## src/rtl/pt_walker_pkg.sv

```systemverilog
package pt_walker_pkg;
    localparam int VA_W    = 64;
    localparam int PA_W    = 48;
    localparam int IDX_W   = 9;
    localparam int PG_SH   = 12;
    localparam int DESC_W  = 64;
    localparam int TBL_W   = PA_W - PG_SH;
    localparam int ATTR_W  = 22;
    localparam int SZ_W    = 6;
    localparam int LVL_W   = 2;
    localparam logic [5:0] CFG_FAULT = 6'h21;

    typedef enum logic [1:0] {
        WS_IDLE, WS_REQ, WS_WAIT, WS_DONE
    } walk_state_t;

    typedef enum logic [1:0] {
        DK_INVALID, DK_TABLE, DK_LEAF
    } desc_kind_t;

    typedef struct packed {
        desc_kind_t              kind;
        logic [TBL_W-1:0]        next_tbl;
        logic [PA_W-1:0]         leaf_pa;
        logic [ATTR_W-1:0]       attr;
    } desc_info_t;

    function automatic logic [5:0] xlat_fault(input logic [LVL_W-1:0] lvl);
        return {4'b0001, lvl};
    endfunction

    function automatic int lvl_shift(input logic [LVL_W-1:0] lvl);
        return 39 - IDX_W * int'(lvl);
    endfunction
endpackage

```

## src/rtl/pt_range_check.sv

```systemverilog
module pt_range_check
    import pt_walker_pkg::*;
#(
    parameter int SZ_LO     = 25,
    parameter int SZ_HI     = 39,
    parameter int SZ_L2_MIN = 34
) (
    input  logic [VA_W-1:0]   va,
    input  logic [SZ_W-1:0]   sz,
    output logic              cfg_bad,
    output logic              range_bad,
    output logic              use_high,
    output logic [LVL_W-1:0]  start_lvl,
    output logic [VA_W-1:0]   hi_mask
);
    localparam int TOP_LSB = 48;

    logic [6:0] va_bits;
    logic       top_zero, top_ones;

    assign va_bits = 7'd64 - {1'b0, sz};

    for (genvar i = 0; i < VA_W; i++) begin : g_mask
        assign hi_mask[i] = (7'(i) >= va_bits);
    end

    assign top_zero  = ~|va[VA_W-1:TOP_LSB];
    assign top_ones  = &va[VA_W-1:TOP_LSB];
    assign use_high  = top_ones;
    assign cfg_bad   = (int'(sz) < SZ_LO) || (int'(sz) > SZ_HI);
    assign range_bad = !(top_zero || top_ones) ||
                       (|((va ^ {VA_W{top_ones}}) & hi_mask));
    assign start_lvl = (int'(sz) >= SZ_L2_MIN) ? LVL_W'(2) : LVL_W'(1);
endmodule

```

## src/rtl/pt_index_gen.sv

```systemverilog
module pt_index_gen
    import pt_walker_pkg::*;
(
    input  logic [VA_W-1:0]   va,
    input  logic [VA_W-1:0]   hi_mask,
    input  logic [LVL_W-1:0]  lvl,
    input  logic [TBL_W-1:0]  tbl,
    output logic [PA_W-1:0]   desc_addr
);
    logic [VA_W-1:0]  va_in_range;
    logic [IDX_W-1:0] idx;

    assign va_in_range = va & ~hi_mask;

    always_comb begin
        idx = IDX_W'(va_in_range >> lvl_shift(lvl));
    end

    assign desc_addr = {tbl, idx, 3'b000};
endmodule

```

## src/rtl/pt_desc_decode.sv

```systemverilog
module pt_desc_decode
    import pt_walker_pkg::*;
(
    input  logic [DESC_W-1:0] desc,
    input  logic [LVL_W-1:0]  lvl,
    input  logic [VA_W-1:0]   va,
    output desc_info_t        info
);
    always_comb begin
        info.next_tbl = desc[PA_W-1:PG_SH];
        info.attr     = {desc[63:52], desc[11:2]};
        info.leaf_pa  = '0;
        info.kind     = DK_INVALID;
        if (desc[0]) begin
            if (desc[1]) begin
                info.kind = (lvl == 2'd3) ? DK_LEAF : DK_TABLE;
            end else if (lvl == 2'd1 || lvl == 2'd2) begin
                info.kind = DK_LEAF;
            end
        end
        unique case (lvl)
            2'd1:    info.leaf_pa = {desc[PA_W-1:30], va[29:0]};
            2'd2:    info.leaf_pa = {desc[PA_W-1:21], va[20:0]};
            2'd3:    info.leaf_pa = {desc[PA_W-1:12], va[11:0]};
            default: info.leaf_pa = '0;
        endcase
    end
endmodule

```

## src/rtl/pt_walker.sv

```systemverilog
module pt_walker
    import pt_walker_pkg::*;
#(
    parameter int SZ_LO     = 25,
    parameter int SZ_HI     = 39,
    parameter int SZ_L2_MIN = 34
) (
    input  logic                clk,
    input  logic                rst,
    input  logic                start,
    input  logic [VA_W-1:0]     va,
    input  logic [63:0]         base_lo,
    input  logic [63:0]         base_hi,
    input  logic [SZ_W-1:0]     sz,
    input  logic                is_write,
    output logic                busy,
    output logic                done,
    output logic [PA_W-1:0]     pa,
    output logic [ATTR_W-1:0]   attr,
    output logic                fault,
    output logic [5:0]          fault_status,
    output logic                fault_write,
    output logic                mem_req_valid,
    input  logic                mem_req_ready,
    output logic [PA_W-1:0]     mem_req_addr,
    input  logic                mem_rsp_valid,
    input  logic [DESC_W-1:0]   mem_rsp_data
);
    walk_state_t       state;
    logic [VA_W-1:0]   va_q, mask_q;
    logic [LVL_W-1:0]  lvl_q;
    logic [TBL_W-1:0]  tbl_q;
    logic              wr_q;

    logic              cfg_bad, range_bad, use_high;
    logic [LVL_W-1:0]  start_lvl;
    logic [VA_W-1:0]   rc_mask;
    desc_info_t        dinfo;

    pt_range_check #(
        .SZ_LO(SZ_LO), .SZ_HI(SZ_HI), .SZ_L2_MIN(SZ_L2_MIN)
    ) u_range (
        .va(va), .sz(sz), .cfg_bad(cfg_bad), .range_bad(range_bad),
        .use_high(use_high), .start_lvl(start_lvl), .hi_mask(rc_mask)
    );

    pt_index_gen u_index (
        .va(va_q), .hi_mask(mask_q), .lvl(lvl_q), .tbl(tbl_q),
        .desc_addr(mem_req_addr)
    );

    pt_desc_decode u_decode (
        .desc(mem_rsp_data), .lvl(lvl_q), .va(va_q), .info(dinfo)
    );

    assign busy          = (state != WS_IDLE);
    assign done          = (state == WS_DONE);
    assign mem_req_valid = (state == WS_REQ);

    always_ff @(posedge clk) begin
        if (rst) begin
            state        <= WS_IDLE;
            va_q         <= '0;
            mask_q       <= '0;
            lvl_q        <= '0;
            tbl_q        <= '0;
            wr_q         <= 1'b0;
            pa           <= '0;
            attr         <= '0;
            fault        <= 1'b0;
            fault_status <= '0;
            fault_write  <= 1'b0;
        end else begin
            unique case (state)
                WS_IDLE: begin
                    if (start) begin
                        va_q         <= va;
                        mask_q       <= rc_mask;
                        wr_q         <= is_write;
                        pa           <= '0;
                        attr         <= '0;
                        fault        <= 1'b0;
                        fault_status <= '0;
                        fault_write  <= 1'b0;
                        if (cfg_bad) begin
                            fault        <= 1'b1;
                            fault_status <= CFG_FAULT;
                            fault_write  <= is_write;
                            state        <= WS_DONE;
                        end else if (range_bad) begin
                            fault        <= 1'b1;
                            fault_status <= xlat_fault(2'd0);
                            fault_write  <= is_write;
                            state        <= WS_DONE;
                        end else begin
                            tbl_q <= use_high ? base_hi[PA_W-1:PG_SH]
                                              : base_lo[PA_W-1:PG_SH];
                            lvl_q <= start_lvl;
                            state <= WS_REQ;
                        end
                    end
                end
                WS_REQ: begin
                    if (mem_req_ready) state <= WS_WAIT;
                end
                WS_WAIT: begin
                    if (mem_rsp_valid) begin
                        unique case (dinfo.kind)
                            DK_TABLE: begin
                                tbl_q <= dinfo.next_tbl;
                                lvl_q <= lvl_q + 2'd1;
                                state <= WS_REQ;
                            end
                            DK_LEAF: begin
                                pa    <= dinfo.leaf_pa;
                                attr  <= dinfo.attr;
                                state <= WS_DONE;
                            end
                            default: begin
                                fault        <= 1'b1;
                                fault_status <= xlat_fault(lvl_q);
                                fault_write  <= wr_q;
                                state        <= WS_DONE;
                            end
                        endcase
                    end
                end
                default: state <= WS_IDLE;
            endcase
        end
    end

    // a stalled request keeps its address
    a_r10_req_hold: assert property (@(posedge clk) disable iff (rst)
        (mem_req_valid && !mem_req_ready) |=> (mem_req_valid && $stable(mem_req_addr)));

    // result strobe lasts one cycle
    a_r10_done_pulse: assert property (@(posedge clk) disable iff (rst)
        done |=> !done);

    // level 0 is never read
    a_r4_no_level0_read: assert property (@(posedge clk) disable iff (rst)
        mem_req_valid |-> (lvl_q != 2'd0));

    // bad size ends the walk without a read
    a_r2_cfg_no_read: assert property (@(posedge clk) disable iff (rst)
        (state == WS_IDLE && start && cfg_bad) |=>
            (done && !mem_req_valid && fault_status == CFG_FAULT));

    // out-of-range address ends the walk without a read
    a_r3_range_no_read: assert property (@(posedge clk) disable iff (rst)
        (state == WS_IDLE && start && !cfg_bad && range_bad) |=>
            (done && !mem_req_valid && fault_status == 6'h04));

    // translation fault codes carry the 0b0001 prefix
    a_r8_fault_code: assert property (@(posedge clk) disable iff (rst)
        (done && fault && fault_status != CFG_FAULT) |-> (fault_status[5:2] == 4'b0001));

    // successful translation keeps the page offset
    a_r7_page_offset: assert property (@(posedge clk) disable iff (rst)
        (done && !fault) |-> (pa[11:0] == va_q[11:0] && !fault_write));
endmodule

```

## config.mk

```make
export PLATFORM = sky130hd
export DESIGN_NAME = pt_walker
export DESIGN_NICKNAME = d
export VERILOG_FILES = /design/src/rtl/pt_walker_pkg.sv /design/src/rtl/pt_range_check.sv /design/src/rtl/pt_index_gen.sv /design/src/rtl/pt_desc_decode.sv /design/src/rtl/pt_walker.sv
export SDC_FILE = /design/constraint.sdc
export NUM_CORES = 1
export LEC_CHECK = 0
export BUFFER_PORTS_ARGS = -buffer_cell sky130_fd_sc_hd__buf_2
export CAP_MARGIN = 20
export CORE_MARGIN = 5
export CORE_UTILIZATION = 35
export DETAILED_ROUTE_END_ITERATION = 6
export PLACE_DENSITY = 0.59
export SYNTH_ARGS = -nofsm -noshare
export SYNTH_HDL_FRONTEND = slang
export SYNTH_SLANG_ARGS = --single-unit
```

## constraint.sdc

```tcl
create_clock -name clk -period 6.5 [get_ports clk]
set_input_delay 0.65 -clock clk [delete_from_list [all_inputs] [get_ports clk]]
set_output_delay 0.65 -clock clk [all_outputs]
set_load 0.1 [all_outputs]
```

# Word level (Yosys, flattened, before mapping)
# Index checks and enable logic that the tools add are counted.
# totals
ff_bits,247
wordCells,173
# classes
shift,1
n_mux,52
addsub,3
bitwise_logic,4
n_eq_ne,16
n_lt_le_gt_ge,67
multipliers,1
n_reduce_logical,18
# op_table
op,n
$ge A6 B7 Y1 const A,32
$mux W36,6
$mux W48,3
$pmux W48 S3,1
$and A64 B64 Y64,2
$ge A5 B7 Y1 const A,16
$pmux W48 S2,1
$pmux W36 S2,1
$mux W22,3
$not A64 Y64,1
$reduce_or A64 Y1,1
$shr A64 B32 Y9,1
$xor A64 B64 Y64,1
$ge A4 B7 Y1 const A,8
$pmux W22 S2,1
$mux W2,16
$sub A7 B32 Y32 const A,1
$ge A3 B7 Y1 const A,4
$mux W6,4
$reduce_and A16 Y1,1
$reduce_or A16 Y1,1
$ge A1 B7 Y1 const A,2
$ge A2 B7 Y1 const A,2
$ne A2 B2 Y1 const B,6
other kinds (24),47

# Longest topological paths before layout
# Gate-level depths: netlist (run 1).
# depth
word_depth,10
mapped_depth,20
mapped_depth_nobuf,13

# Modules after synthesis
# From an unflattened synthesis (run 1), not the netlist that was laid out.
# hier_totals
cells_unflattened,1939
area_unflattened_um2,15060.7
# modules_own_cells
mod,area_per_inst_um2,cells_per_inst,n_inst
pt_walker,9003.6,1033,1
pt_range_check,3110.5,489,1
pt_index_gen,1934.4,262,1
pt_desc_decode,1012.2,155,1

# Worst setup path before layout (run 1)
# No wires, ideal clock.
# synth_timing
kind,register to output
start,register lvl_q[1]
end,output port mem_req_addr[6]
t_arrival_ns,4.481
stages_incl_launch_ff,12
t_required_ns,5.850
path_slack_ns,1.369
cell_sequence,dfxtp_1 clkbuf_1 inv_1 clkbuf_1 buf_1 ha_1 clkbuf_1 buf_1 nand4_1 o21ai_0 o21ai_0 o21ai_0
# synth_between
elab_chain_len,3
# synth_rtl
element,line_no,rtl
start: declaration,pt_walker.sv:31,logic [LVL_W-1:0] lvl_q;
start signal: assignment,pt_walker.sv:98,lvl_q <= start_lvl;
start signal: assignment,pt_walker.sv:111,lvl_q <= lvl_q + 2'd1;
$mul A4 B2 Y6,pt_walker_pkg.sv:33,return 39 - IDX_W * int'(lvl);
$sub A7 B32 Y32,pt_walker_pkg.sv:33,
$shr A64 B32 Y9,pt_index_gen.sv:16,idx = IDX_W'(va_in_range >> lvl_shift(lvl));
end: declaration,pt_walker.sv:25,"output logic [PA_W-1:0] mem_req_addr,"
# No other way between the ends.

# Worst setup path in the final report (run 1)
# layout_timing
start,register lvl_q[0]
end,output port mem_req_addr[8]
# Same word-level chain as after synthesis.

==> results.py, run 1 <==
metrics = {
    "power_and_ir_drop": {
        "leakage_nw": 6.51,
        "power.density_nw_per_um2": 249,
        "irDropWorstVdd_mv": 0.149,
    },
    "flow_run": {
        "max-cap-violations": 0,
    },
    "yosys": {
        "yosysMostFrequentCell": "nand2_1",
        "yosysSeqAreaShare_pct": 35.1,
        "ys.flop_type": "dfxtp_1",
        "yosys_warnings": 0,
        "synth_top_area_share_pct": 35.1,
        "synthTopCellsByCount": "391 x nand2_1, 240 x dfxtp_1, 228 x a21oi_1",
        "synth_edf_count": 0,
        "synth.area.top_cells": "dfxtp_1 35%, nand2_1 11%, a21oi_1 8.3%",
        "syn_avg_cell_area_um2": 7.16,
        "ys_types": 81,
        "ys_async_sr_fraction_pct": 0,
        "syn_inst": 1908,
        "ys_ff_latch": 240,
        "syn-cell-area_um2": 13700,
        "synth_top_cell_by_area": "dfxtp_1",
    },
    "timing": {
        "worst_pin_slew_ns": 1.20,
        "slew_headroom_pct": 19.1,
        "whs_ns": 0.372,
        "finalSetupViolations": 0,
        "rsz0062_at_grt": "no",
        "max_freq_mhz": 193,
        "finalHoldViolCount": 0,
        "fin_crit_ns": 5.19,
        "drv_slew": 0,
        "period_share_pct": 79.8,
        "setup_tns_ns": 0,
        "skew_ns": 0.0125,
    },
    "worst_setup_path": {
        "crit_path_max_fanout": 48,
        "worstPathRequired_ns": 5.85,
        "cp_cell_sequence": "buf_4 -> inv_2 -> ha_1 -> inv_1 -> a221oi_1 -> nor3_1 -> a211oi_1 -> a21oi_1 -> buf_2",
        "crit_family": "buffers and inverters",
        "start_kind": "flop",
        "arrival_ns": 4.54,
        "crit_slowest_cell": "ha_1",
        "end_kind": "primary output",
        "reg2reg_to": "pa[23]$_SDFFE_PP0P_",
        "crit_type": "reg -> out",
        "r2r_slack_ns": 1.64,
        "reg2reg_depth": 14,
        "timing.rr.start": "lvl_q[0]$_SDFFE_PP0P_",
        "cpPeakStageDelay_ns": 0.94,
        "path_buf_inv": 4,
    },
    "drt": {
        "ant_nets": 0,
        "drt-total-wl_um": 61800,
        "drcViolationCount": 0,
        "first_pass_iters": 6,
        "detail_route.vias_per_cell": 5.73,
        "via_count": 15300,
        "wl_per_cell_um": 23.1,
        "drtIter0Drc": 1797,
    },
    "worst_hold_path": {
        "holdPathEnd": "va_q[2]$_SDFFE_PP0P_",
        "whs_path_depth": 3,
        "hp-class": "in -> reg",
        "min_from": "va[2]",
    },
    "global_route": {
        "grt_usage_pct": 26.9,
        "grt_antenna_before_repair": 1,
        "grt_max_degree": 90,
        "grt_pass1_vias": 14200,
        "grt_pass1_wl_um": 92000,
        "grt_overflow": 0,
    },
    "floorplanning": {
        "chipHeight_um": 208,
        "initial_core_util_pct": 35.4,
        "io_pins": 397,
        "rows": 72,
        "die_w_um": 208,
        "dieArea_um2": 43100,
        "core_area_um2": 38600,
    },
    "clocking": {
        "cts_tree": "yes",
        "htreeDepth": 1,
        "clk_pin_slew_ns": 0.06,
        "worstSkewPairLatency_ns": 0.54,
        "cts_root_buffer": "clkbuf_16",
        "cts_inserted_buffers": 27,
        "cts_buffer_depth": 3,
        "postCtsSetupBuffers": 0,
        "clock_sink_count": 240,
        "postCtsHoldBufs": 0,
        "cts_resized": 0,
    },
    "placement": {
        "dp_hpwl_um": 47000,
        "port_buffers": 331,
        "globalplace.congestion": 0.921,
    },
    "outcome": {
        "status": "finished clean",
    },
    "layout": {
        "area_delta_synth_final_pct": 20.8,
        "layout-drive-gt1-share_pct": 21.8,
        "nets": 2411,
    },
}
## state kept, by name, indices dropped and copies added, names as in the netlist
name / flops
mask_q: 59
tbl_q: 36
state: 2
attr: 22
fault_status: 4
fault_write: 1
va_q: 64
wr_q: 1
fault: 1
lvl_q: 2
pa: 48
## worst max path at each step
stage / start / to / slack [ns] / cells past startpoint
global route: lvl_q[0]$_SDFFE_PP0P_ / mem_req_addr[9] / 0.94 / 11
floorplan: lvl_q[1]$_SDFFE_PP0P_ / mem_req_addr[6] / 1.37 / 11
global placement: sz[0] / tbl_q[10]$_SDFFE_PP0P_ / 0.90 / 16
detailed placement: sz[0] / tbl_q[0]$_SDFFE_PP0P_ / 0.91 / 15
CTS: lvl_q[0]$_SDFFE_PP0P_ / mem_req_addr[9] / 1.35 / 11
finish: lvl_q[0]$_SDFFE_PP0P_ / mem_req_addr[8] / 1.31 / 9
## tightest hold or removal path: cells and delay by family
family	cells	cell delay (ns)
buffers and inverters	1	0.11
AND/OR/NAND/NOR	1	0.05
AO/OA/AOI/OAI	1	0.05
## final cells by class
type | instances | area (um^2)
Antenna cell | 1 | 2.50
Clock buffer | 42 | 832
Clock inverter | 7 | 85.1
Fill cell | 4063 | 22100
Inverter | 30 | 113
Multi-Input combinational cell | 1467 | 8070
Sequential cell | 240 | 4800
Tap cell | 518 | 648
Timing Repair Buffer | 366 | 1960
## cells in the final DEF (no fill, tap or decap), types with 7 or more instances in the layout
cell	n
xnor2_1	20
o32ai_1	7
buf_4	32
a311oi_1	40
o21ai_2	11
clkbuf_16	27
a32oi_1	7
ha_1	11
a21oi_1	227
a211oi_1	33
o21ai_0	124
nor2b_1	31
nor2_1	163
nand4_1	7
nor4_1	8
a31oi_1	25
buf_2	330
o22ai_1	11
or2_2	10
dfxtp_1	240
nand3_1	78
o211ai_1	12
a22oi_1	26
clkbuf_8	10
mux4_2	12
nand2_1	391
nand2b_1	31
inv_1	29
nor3b_1	10
nor3_1	53
## routing by layer
metal | global-route usage, % | share of wire [%] | up-vias
met5 | 0 | 0 | -
met4 | 7.88 | 3.1 | 0
met3 | 4.32 | 7.9 | 97
met2 | 44.2 | 46 | 719
met1 | 36.7 | 43 | 7309
li1 | - | - | 7192
## kinds of logic after synthesis
logic type / Yosys count / share of synthesized area, %
AND/OR/NAND/NOR: 824 / 27.0
AO/OA/AOI/OAI: 590 / 27.0
flip-flops: 240 / 35.1
buffers and inverters: 205 / 6.14
XOR/XNOR: 20 / 1.28
multiplexers: 17 / 2.35
adder cells (fa/ha/maj): 11 / 1.01
other: 1 / 0.0274
## per-stage QoR
step	cell area (um^2)	setup WS [ns]	total power, mW	instances	utilization [%]
CTS	16500	1.35	4.13	2670	42.7
global placement	15600	0.896	2.57	2621	40.4
global route	16500	0.941	4.28	2670	42.7
finish	16500	1.31	4.12	2671	42.7
floorplan	13700	1.37	2.25	1912	-
detailed placement	15600	0.911	2.57	2621	40.4
## where the power goes
part / internal (mW) / switching, mW
clock network: 0.953 / 0.606
logic: 0.258 / 0.690
registers: 1.55 / 0.0600
total: 2.76 / 1.36
(Power assumes the default switching activity.)
==> inputs of run 2 (changes only) <==
--- a/config.mk
+++ b/config.mk
@@ -5,12 +5,13 @@
 export SDC_FILE = /design/constraint.sdc
 export NUM_CORES = 1
 export LEC_CHECK = 0
+export ABC_AREA = 1
 export BUFFER_PORTS_ARGS = -buffer_cell sky130_fd_sc_hd__buf_2
 export CAP_MARGIN = 20
 export CORE_MARGIN = 5
 export CORE_UTILIZATION = 35
 export DETAILED_ROUTE_END_ITERATION = 6
-export PLACE_DENSITY = 0.59
+export PLACE_DENSITY = 0.61
 export SYNTH_ARGS = -nofsm -noshare
 export SYNTH_HDL_FRONTEND = slang
 export SYNTH_SLANG_ARGS = --single-unit
==> constraint.sdc (replaced) <==
create_clock -name clk -period 4.4 [get_ports clk]
set_input_delay 0.44 -clock clk [delete_from_list [all_inputs] [get_ports clk]]
set_output_delay 0.44 -clock clk [all_outputs]
set_load 0.1 [all_outputs]
==> run 2 against run 1 <==
  * Area after synthesis is 1.5% lower
  * Wire length is 10% lower
  * Flip-flop and latch count did not move
  * Count of clock-buffer cells in the layout fell by 3
  * Sequential share of layout area is 0.19 points lower
  * Sequential power increased by 79%
  * Clock skew rose by 0.0018 ns
  * First-iteration DRC count down 28%
  * Highest routed layer is now met5
  * Synthesized cell count up 10%
  * Register-to-register slack got worse by 0.55 ns
  * Hold slack lost 0.23 ns
  * Critical path depth fell by 1
==> results.py, run 2 <==
metrics = {
    "placement": {
        "port_buffers": 331,
        "globalplace.congestion": 0.946,
        "dpl_cell_area_um2": 15600,
        "dp_hpwl_um": 42200,
        "place_inst": 2844,
    },
    "layout": {
        "nFillCells": 4104,
        "area_delta_synth_final_pct": 23.5,
        "n_antenna_cell": 0,
        "final_area_um2": 16600,
        "top_regs": "va_q: 64 flops, mask_q: 59 flops, pa: 48 flops",
        "layout_common_cells": "500 x nand2_1, 327 x buf_2, 240 x dfxtp_1",
        "layout-drive-gt1-share_pct": 19.3,
        "utilization_pct": 43.9,
        "top_register": "va_q",
        "largest_reg_flops": 64,
        "nets": 2643,
        "final_common_cell": "nand2_1",
        "final_cells": 2897,
    },
    "yosys": {
        "syn_avg_cell_area_um2": 6.39,
        "syn-cell-area_um2": 13500,
        "yosys_warnings": 0,
        "synth_top_area_share_pct": 35.7,
        "synth_top_family_by_area": "simple AND/OR/NAND/NOR gates",
        "yosysMostFrequentCell": "nand2_1",
        "ys_ff_latch": 240,
        "synth.area.mux_share_pct": 0,
        "ys_async_sr_fraction_pct": 0,
        "yosysSeqAreaShare_pct": 35.7,
        "synth_xor_xnor_area_share_pct": 2.93,
        "synthAdderAreaFrac_pct": 1.02,
        "syn_inst": 2107,
        "synth.area.top_cells": "dfxtp_1 36%, nand2_1 14%, o21ai_0 7.8%",
        "synthTopCellsByCount": "500 x nand2_1, 240 x dfxtp_1, 238 x nor2_1",
        "synth_top_cell_by_area": "dfxtp_1",
        "synth_edf_count": 0,
        "synth-simple-area-share_pct": 30.1,
        "synth_compound_area_share_pct": 20.4,
        "ys_types": 44,
        "ys.flop_type": "dfxtp_1",
    },
    "timing": {
        "worst_pin_slew_ns": 1.07,
        "drv_slew": 0,
        "finalSetupViolations": 0,
        "whs_ns": 0.139,
        "period_share_pct": 85.9,
        "slew_headroom_pct": 28.8,
        "rsz0062_at_grt": "no",
        "max_freq_mhz": 265,
        "fin_crit_ns": 3.78,
        "setup_tns_ns": 0,
        "finalHoldViolCount": 0,
        "skew_ns": 0.0143,
    },
    "flow_run": {
        "max-cap-violations": 0,
    },
    "clocking": {
        "cts_buffer_depth": 3,
        "postCtsSetupBuffers": 0,
        "worstSkewPairLatency_ns": 0.55,
        "htreeDepth": 1,
        "cts_resized": 0,
        "cts_inserted_buffers": 28,
        "clk_pin_slew_ns": 0.06,
        "cts_root_buffer": "clkbuf_16",
        "clock_sink_count": 240,
        "cts_tree": "yes",
        "postCtsHoldBufs": 0,
    },
    "global_route": {
        "grt_max_degree": 81,
        "grt_usage_pct": 24.5,
        "grt_pass1_wl_um": 81700,
        "grt_overflow": 0,
        "grt_antenna_before_repair": 1,
        "grt_pass1_vias": 13900,
    },
    "floorplanning": {
        "rows": 71,
        "io_pins": 397,
        "initial_core_util_pct": 35.6,
        "chipHeight_um": 206,
        "dieArea_um2": 42500,
        "die_w_um": 206,
        "core_area_um2": 37800,
    },
    "drt": {
        "ant_nets": 0,
        "dr_wl_met3_um": 4660,
        "route.met2.wl_um": 25200,
        "drt-met1-wl_um": 23500,
        "first_pass_iters": 5,
        "via_count": 15000,
        "drtIter0Drc": 1286,
        "drt-total-wl_um": 55700,
        "detail_route.vias_per_cell": 5.18,
        "top_layer_used": "met5",
        "drcViolationCount": 0,
        "wl_per_cell_um": 19.2,
    },
    "worst_setup_path": {
        "worstPathRequired_ns": 3.96,
        "crit_path_max_fanout": 17,
        "start_kind": "flop",
        "arrival_ns": 3.34,
        "crit_type": "reg -> out",
        "end_kind": "primary output",
    },
    "outcome": {
        "status": "finished clean",
    },
    "power_and_ir_drop": {
        "p_sw_share_pct": 48.6,
        "switchingPower_mw": 5.15,
        "power.share.clock_pct": 24.6,
        "internal-power_mw": 5.46,
        "leakage_nw": 7.88,
        "irDropWorstVdd_mv": 0.474,
        "power_frac_seq_pct": 27.1,
        "power.density_nw_per_um2": 638,
        "p_comb_share_pct": 48.3,
    },
    "worst_hold_path": {
        "hp-class": "in -> reg",
    },
}
==> run 2: cell types whose count changed after synthesis, moves of 32 or more <==
cell      previous run  this run
a311oi_1            40         1
o21ai_0            124       211
nor2_1             166       238
inv_1               29       172
nand2_1            391       500
nor3_1              53         4
nand2b_1            32         0
nand3_1             78       196
xor2_1               0        44
==> run 2: power groups by stage <==
stage	registers, mW	clock network [mW]	logic (mW)
after detailed placement	2.92	0	5.07
after CTS	2.88	2.65	5.09
after global placement	2.90	0	5.05
after floorplan	3.81	0	2.81
final	2.88	2.61	5.12
after global routing	2.93	2.75	5.48
==> run 2: worst paths after layout <==
kind | startpoint | endpoint | slack (ns) | depth (start not counted)
hold / removal | is_write | wr_q$_SDFFE_PP0P_ | 0.14 | 3
setup reg to reg | lvl_q[0]$_SDFFE_PP0P_ | mask_q[54]$_SDFFE_PP0P_ | 1.09 | 14
hold reg to reg | va_q[42]$_SDFFE_PP0P_ | va_q[42]$_SDFFE_PP0P_ | 0.46 | 2
setup / recovery | lvl_q[0]$_SDFFE_PP0P_ | mem_req_addr[10] | 0.62 | 8
==> run 2: per-layer routing <==
layer / global-route usage, % / vias up
met1: 32.5 / 6832
met3: 3.83 / 112
met2: 40.4 / 642
met5: 0 / -
met4: 9.10 / 2
li1: - / 7411
==> run 2: per-stage QoR <==
| step | total power [mW] | setup WS [ns] |
|---|---|---|
| global route | 11.2 | 0.392 |
| global placement | 7.96 | 0.568 |
| floorplan | 6.62 | 0.152 |
| finish | 10.6 | 0.621 |
| detailed placement | 7.99 | 0.523 |
| CTS | 10.6 | 0.604 |
==> run 2: worst max-delay path: stages, from the launching register on <==
cell	delay (ns)
dfxtp_1	0.51
inv_1	0.07
buf_4	0.21
ha_1	0.60
inv_1	0.21
nor2_1	0.32
a32oi_1	0.15
o21ai_0	0.47
buf_12	0.25
==> run 2: cells by family (layout without fill, tap and decap cells) <==
kind of cell / count (synthesis) / after routing
other: 1 / 5
AND/OR/NAND/NOR: 977 / 977
adder cells (fa/ha/maj): 11 / 11
flip-flops: 240 / 240
XOR/XNOR: 45 / 45
AO/OA/AOI/OAI: 506 / 506
buffers and inverters: 327 / 602
==> run 2: layout make-up <==
| class | count | area [um^2] | area share (%) |
|---|---|---|---|
| timing repair buffer | 365 | 2050 | 12.3 |
| tap | 511 | 639 | 3.84 |
| multi-input combinational | 1544 | 7390 | 44.4 |
| sequential | 240 | 4800 | 28.9 |
| clock buffer | 39 | 853 | 5.13 |
| clock inverter | 13 | 200 | 1.20 |
| inverter | 185 | 697 | 4.19 |
==> inputs of run 3 (changes only) <==
--- a/config.mk
+++ b/config.mk
@@ -9,9 +9,9 @@
 export BUFFER_PORTS_ARGS = -buffer_cell sky130_fd_sc_hd__buf_2
 export CAP_MARGIN = 20
 export CORE_MARGIN = 5
-export CORE_UTILIZATION = 35
+export CORE_UTILIZATION = 25
 export DETAILED_ROUTE_END_ITERATION = 6
-export PLACE_DENSITY = 0.61
+export PLACE_DENSITY = 0.47
 export SYNTH_ARGS = -nofsm -noshare
 export SYNTH_HDL_FRONTEND = slang
 export SYNTH_SLANG_ARGS = --single-unit
==> run 3 against run 2 <==
  * Largest power group unchanged
  * First-iteration DRC count down 7.7%
  * Hold slack worse by 0.042 ns
  * Wire length up 8.4%
  * Critical path depth increased by 2
==> results.py, run 3 (same netlist as run 2, synthesis figures left out) <==
metrics = {
    "drt": {
        "drtIter0Drc": 1187,
        "via_count": 15000,
        "ant_nets": 0,
        "drt-met1-wl_um": 27400,
        "drt-total-wl_um": 60400,
        "route.met2.wl_um": 27900,
        "wl_per_cell_um": 19.5,
        "detail_route.vias_per_cell": 4.83,
        "first_pass_iters": 5,
        "top_layer_used": "met5",
        "dr_wl_met3_um": 3480,
        "drcViolationCount": 0,
    },
    "worst_setup_path": {
        "path_buf_inv": 5,
        "timing.rr.start": "lvl_q[0]$_SDFFE_PP0P_",
        "worstSetupEndpoint": "mem_req_addr[3]",
        "crit_slowest_cell": "buf_2",
        "end_kind": "primary output",
        "worstPathRequired_ns": 3.96,
        "cp_num_cells": 10,
        "cp_cell_sequence": "buf_4 -> nand2_1 -> buf_4 -> clkinv_1 -> nand2_1 -> o2111ai_1 -> o311ai_0 -> o21ai_0 -> inv_1 -> buf_2",
        "arrival_ns": 3.41,
        "crit_start": "lvl_q[1]$_SDFFE_PP0P_",
        "crit_path_max_fanout": 20,
        "start_kind": "flop",
        "cpPeakStageDelay_ns": 0.46,
        "crit_family": "buffers and inverters",
        "reg2reg_depth": 12,
        "reg2reg_to": "attr[20]$_SDFFE_PP0P_",
        "r2r_slack_ns": 1.12,
        "crit_type": "reg -> out",
    },
    "floorplanning": {
        "rows": 85,
        "initial_core_util_pct": 25.1,
        "io_pins": 397,
        "dieArea_um2": 58600,
        "chipHeight_um": 242,
        "core_area_um2": 53600,
        "die_w_um": 242,
    },
    "power_and_ir_drop": {
        "power_frac_seq_pct": 27.2,
        "leakage_nw": 7.86,
        "irDropWorstVdd_mv": 0.476,
        "internal-power_mw": 5.23,
        "power.density_nw_per_um2": 627,
        "p_comb_share_pct": 50.3,
        "power.share.clock_pct": 22.5,
        "p_sw_share_pct": 50.4,
        "switchingPower_mw": 5.32,
    },
    "timing": {
        "skew_ns": 0.0254,
        "fin_ws_ns": 0.552,
        "setup_tns_ns": 0,
        "drv_slew": 0,
        "finalSetupViolations": 0,
        "slew_headroom_pct": 44.0,
        "worst_pin_slew_ns": 0.834,
        "rsz0062_at_grt": "no",
        "fin_crit_ns": 3.85,
        "period_share_pct": 87.4,
        "finalHoldViolCount": 0,
        "max_freq_mhz": 260,
    },
    "global_route": {
        "grt_pass1_vias": 14100,
        "grt_overflow": 0,
        "grt_usage_pct": 19.4,
        "grt_pass1_wl_um": 89500,
        "grt_max_degree": 100,
        "grt_antenna_before_repair": 3,
    },
    "placement": {
        "pre_cts_slack_ns": 0.454,
        "globalplace.congestion": 0.916,
        "port_buffers": 331,
        "place_inst": 3041,
        "dp_hpwl_um": 46600,
    },
    "layout": {
        "top_regs": "va_q: 64 flops, mask_q: 59 flops, pa: 48 flops",
        "nFillCells": 5920,
        "final_cells": 3095,
        "layout-drive-gt1-share_pct": 19.6,
        "final_common_cell": "nand2_1",
        "largest_reg_flops": 64,
        "layout_common_cells": "500 x nand2_1, 327 x buf_2, 240 x dfxtp_1",
        "area_delta_synth_final_pct": 25.0,
        "nets": 2656,
        "area.sequential_um2": 4800,
        "multi_input_area_um2": 7390,
        "top_register": "va_q",
    },
    "clocking": {
        "postCtsSetupBuffers": 0,
        "cts_inserted_buffers": 30,
        "htreeDepth": 1,
        "postCtsHoldBufs": 0,
        "cts_tree": "yes",
        "cts_buffer_depth": 3,
        "clk_pin_slew_ns": 0.06,
        "worstSkewPairLatency_ns": 0.59,
        "cts_resized": 0,
        "cts_root_buffer": "clkbuf_16",
        "clock_sink_count": 240,
    },
    "outcome": {
        "status": "finished clean",
    },
    "worst_hold_path": {
        "min_from": "mem_rsp_data[57]",
        "hp-class": "in -> reg",
    },
    "flow_run": {
        "max-cap-violations": 0,
    },
}
==> run 3: changes by cell type in the layout (fill, tap and decap cells not counted), moves of 2 or more <==
| cell | delta |
|---|---|
| buf_4 | +12 |
| bufinv_16 | -5 |
| clkbuf_1 | +5 |
| clkbuf_8 | -2 |
| clkinv_2 | -2 |
| clkinvlp_4 | +2 |
==> run 3: per-stage QoR <==
| step | hold WS (ns) | util (%) | power, mW | area [um^2] |
|---|---|---|---|---|
| after floorplan | 0.430 | - | 6.62 | 13500 |
| after global placement | 0.443 | 29.6 | 8.20 | 15900 |
| after detailed placement | 0.450 | 29.6 | 8.21 | 15900 |
| after CTS | 0.0480 | 31.4 | 10.6 | 16800 |
| after global routing | 0.0720 | 31.4 | 11.1 | 16800 |
| final | 0.0973 | 31.4 | 10.5 | 16800 |
==> run 3: worst min path at each step <==
stage,cells past startpoint,slack (ns),to
floorplan,2,0.43,va_q[38]$_SDFFE_PP0P_
global placement,2,0.44,va_q[55]$_SDFFE_PP0P_
detailed placement,2,0.45,fault_status[1]$_SDFFE_PP0P_
CTS,3,0.05,attr[19]$_SDFFE_PP0P_
global route,3,0.07,attr[19]$_SDFFE_PP0P_
finish,3,0.1,attr[15]$_SDFFE_PP0P_
==> run 3: power by group through the flow <==
| stage | logic, mW | registers, mW | clock network (mW) |
|---|---|---|---|
| detailed placement | 5.30 | 2.91 | 0 |
| finish | 5.31 | 2.87 | 2.37 |
| CTS | 5.32 | 2.87 | 2.46 |
| global route | 5.69 | 2.92 | 2.54 |
| global placement | 5.30 | 2.90 | 0 |
| floorplan | 2.81 | 3.81 | 0 |
==> run 3: cell type report <==
class | instances | area share, %
Clock inverter | 10 | 0.453
Tap cell | 696 | 5.17
Antenna cell | 1 | 0.0149
Inverter | 185 | 4.15
Multi-Input combinational cell | 1544 | 43.9
Clock buffer | 43 | 5.17
Sequential cell | 240 | 28.5
Timing Repair Buffer | 376 | 12.6
==> run 3: worst reg2reg max path, stage by stage, from the launching register on <==
cell and delay [ns]:
dfxtp_1 0.53, inv_1 0.27, ha_1 0.50, buf_4 0.20, nor2_1 0.05, nor2_1 0.14, ha_1 0.22, o21ai_4 0.07
inv_2 0.37, nand2_1 0.10, inv_1 0.50, nand2_1 0.12, a21oi_1 0.14
==> run 3: per-layer routing <==
layer	vias to the layer above	GRT usage, %
met1	6964	25.9
met5	-	0
met3	73	3.48
met4	2	4.50
met2	460	32.8
li1	7451	-
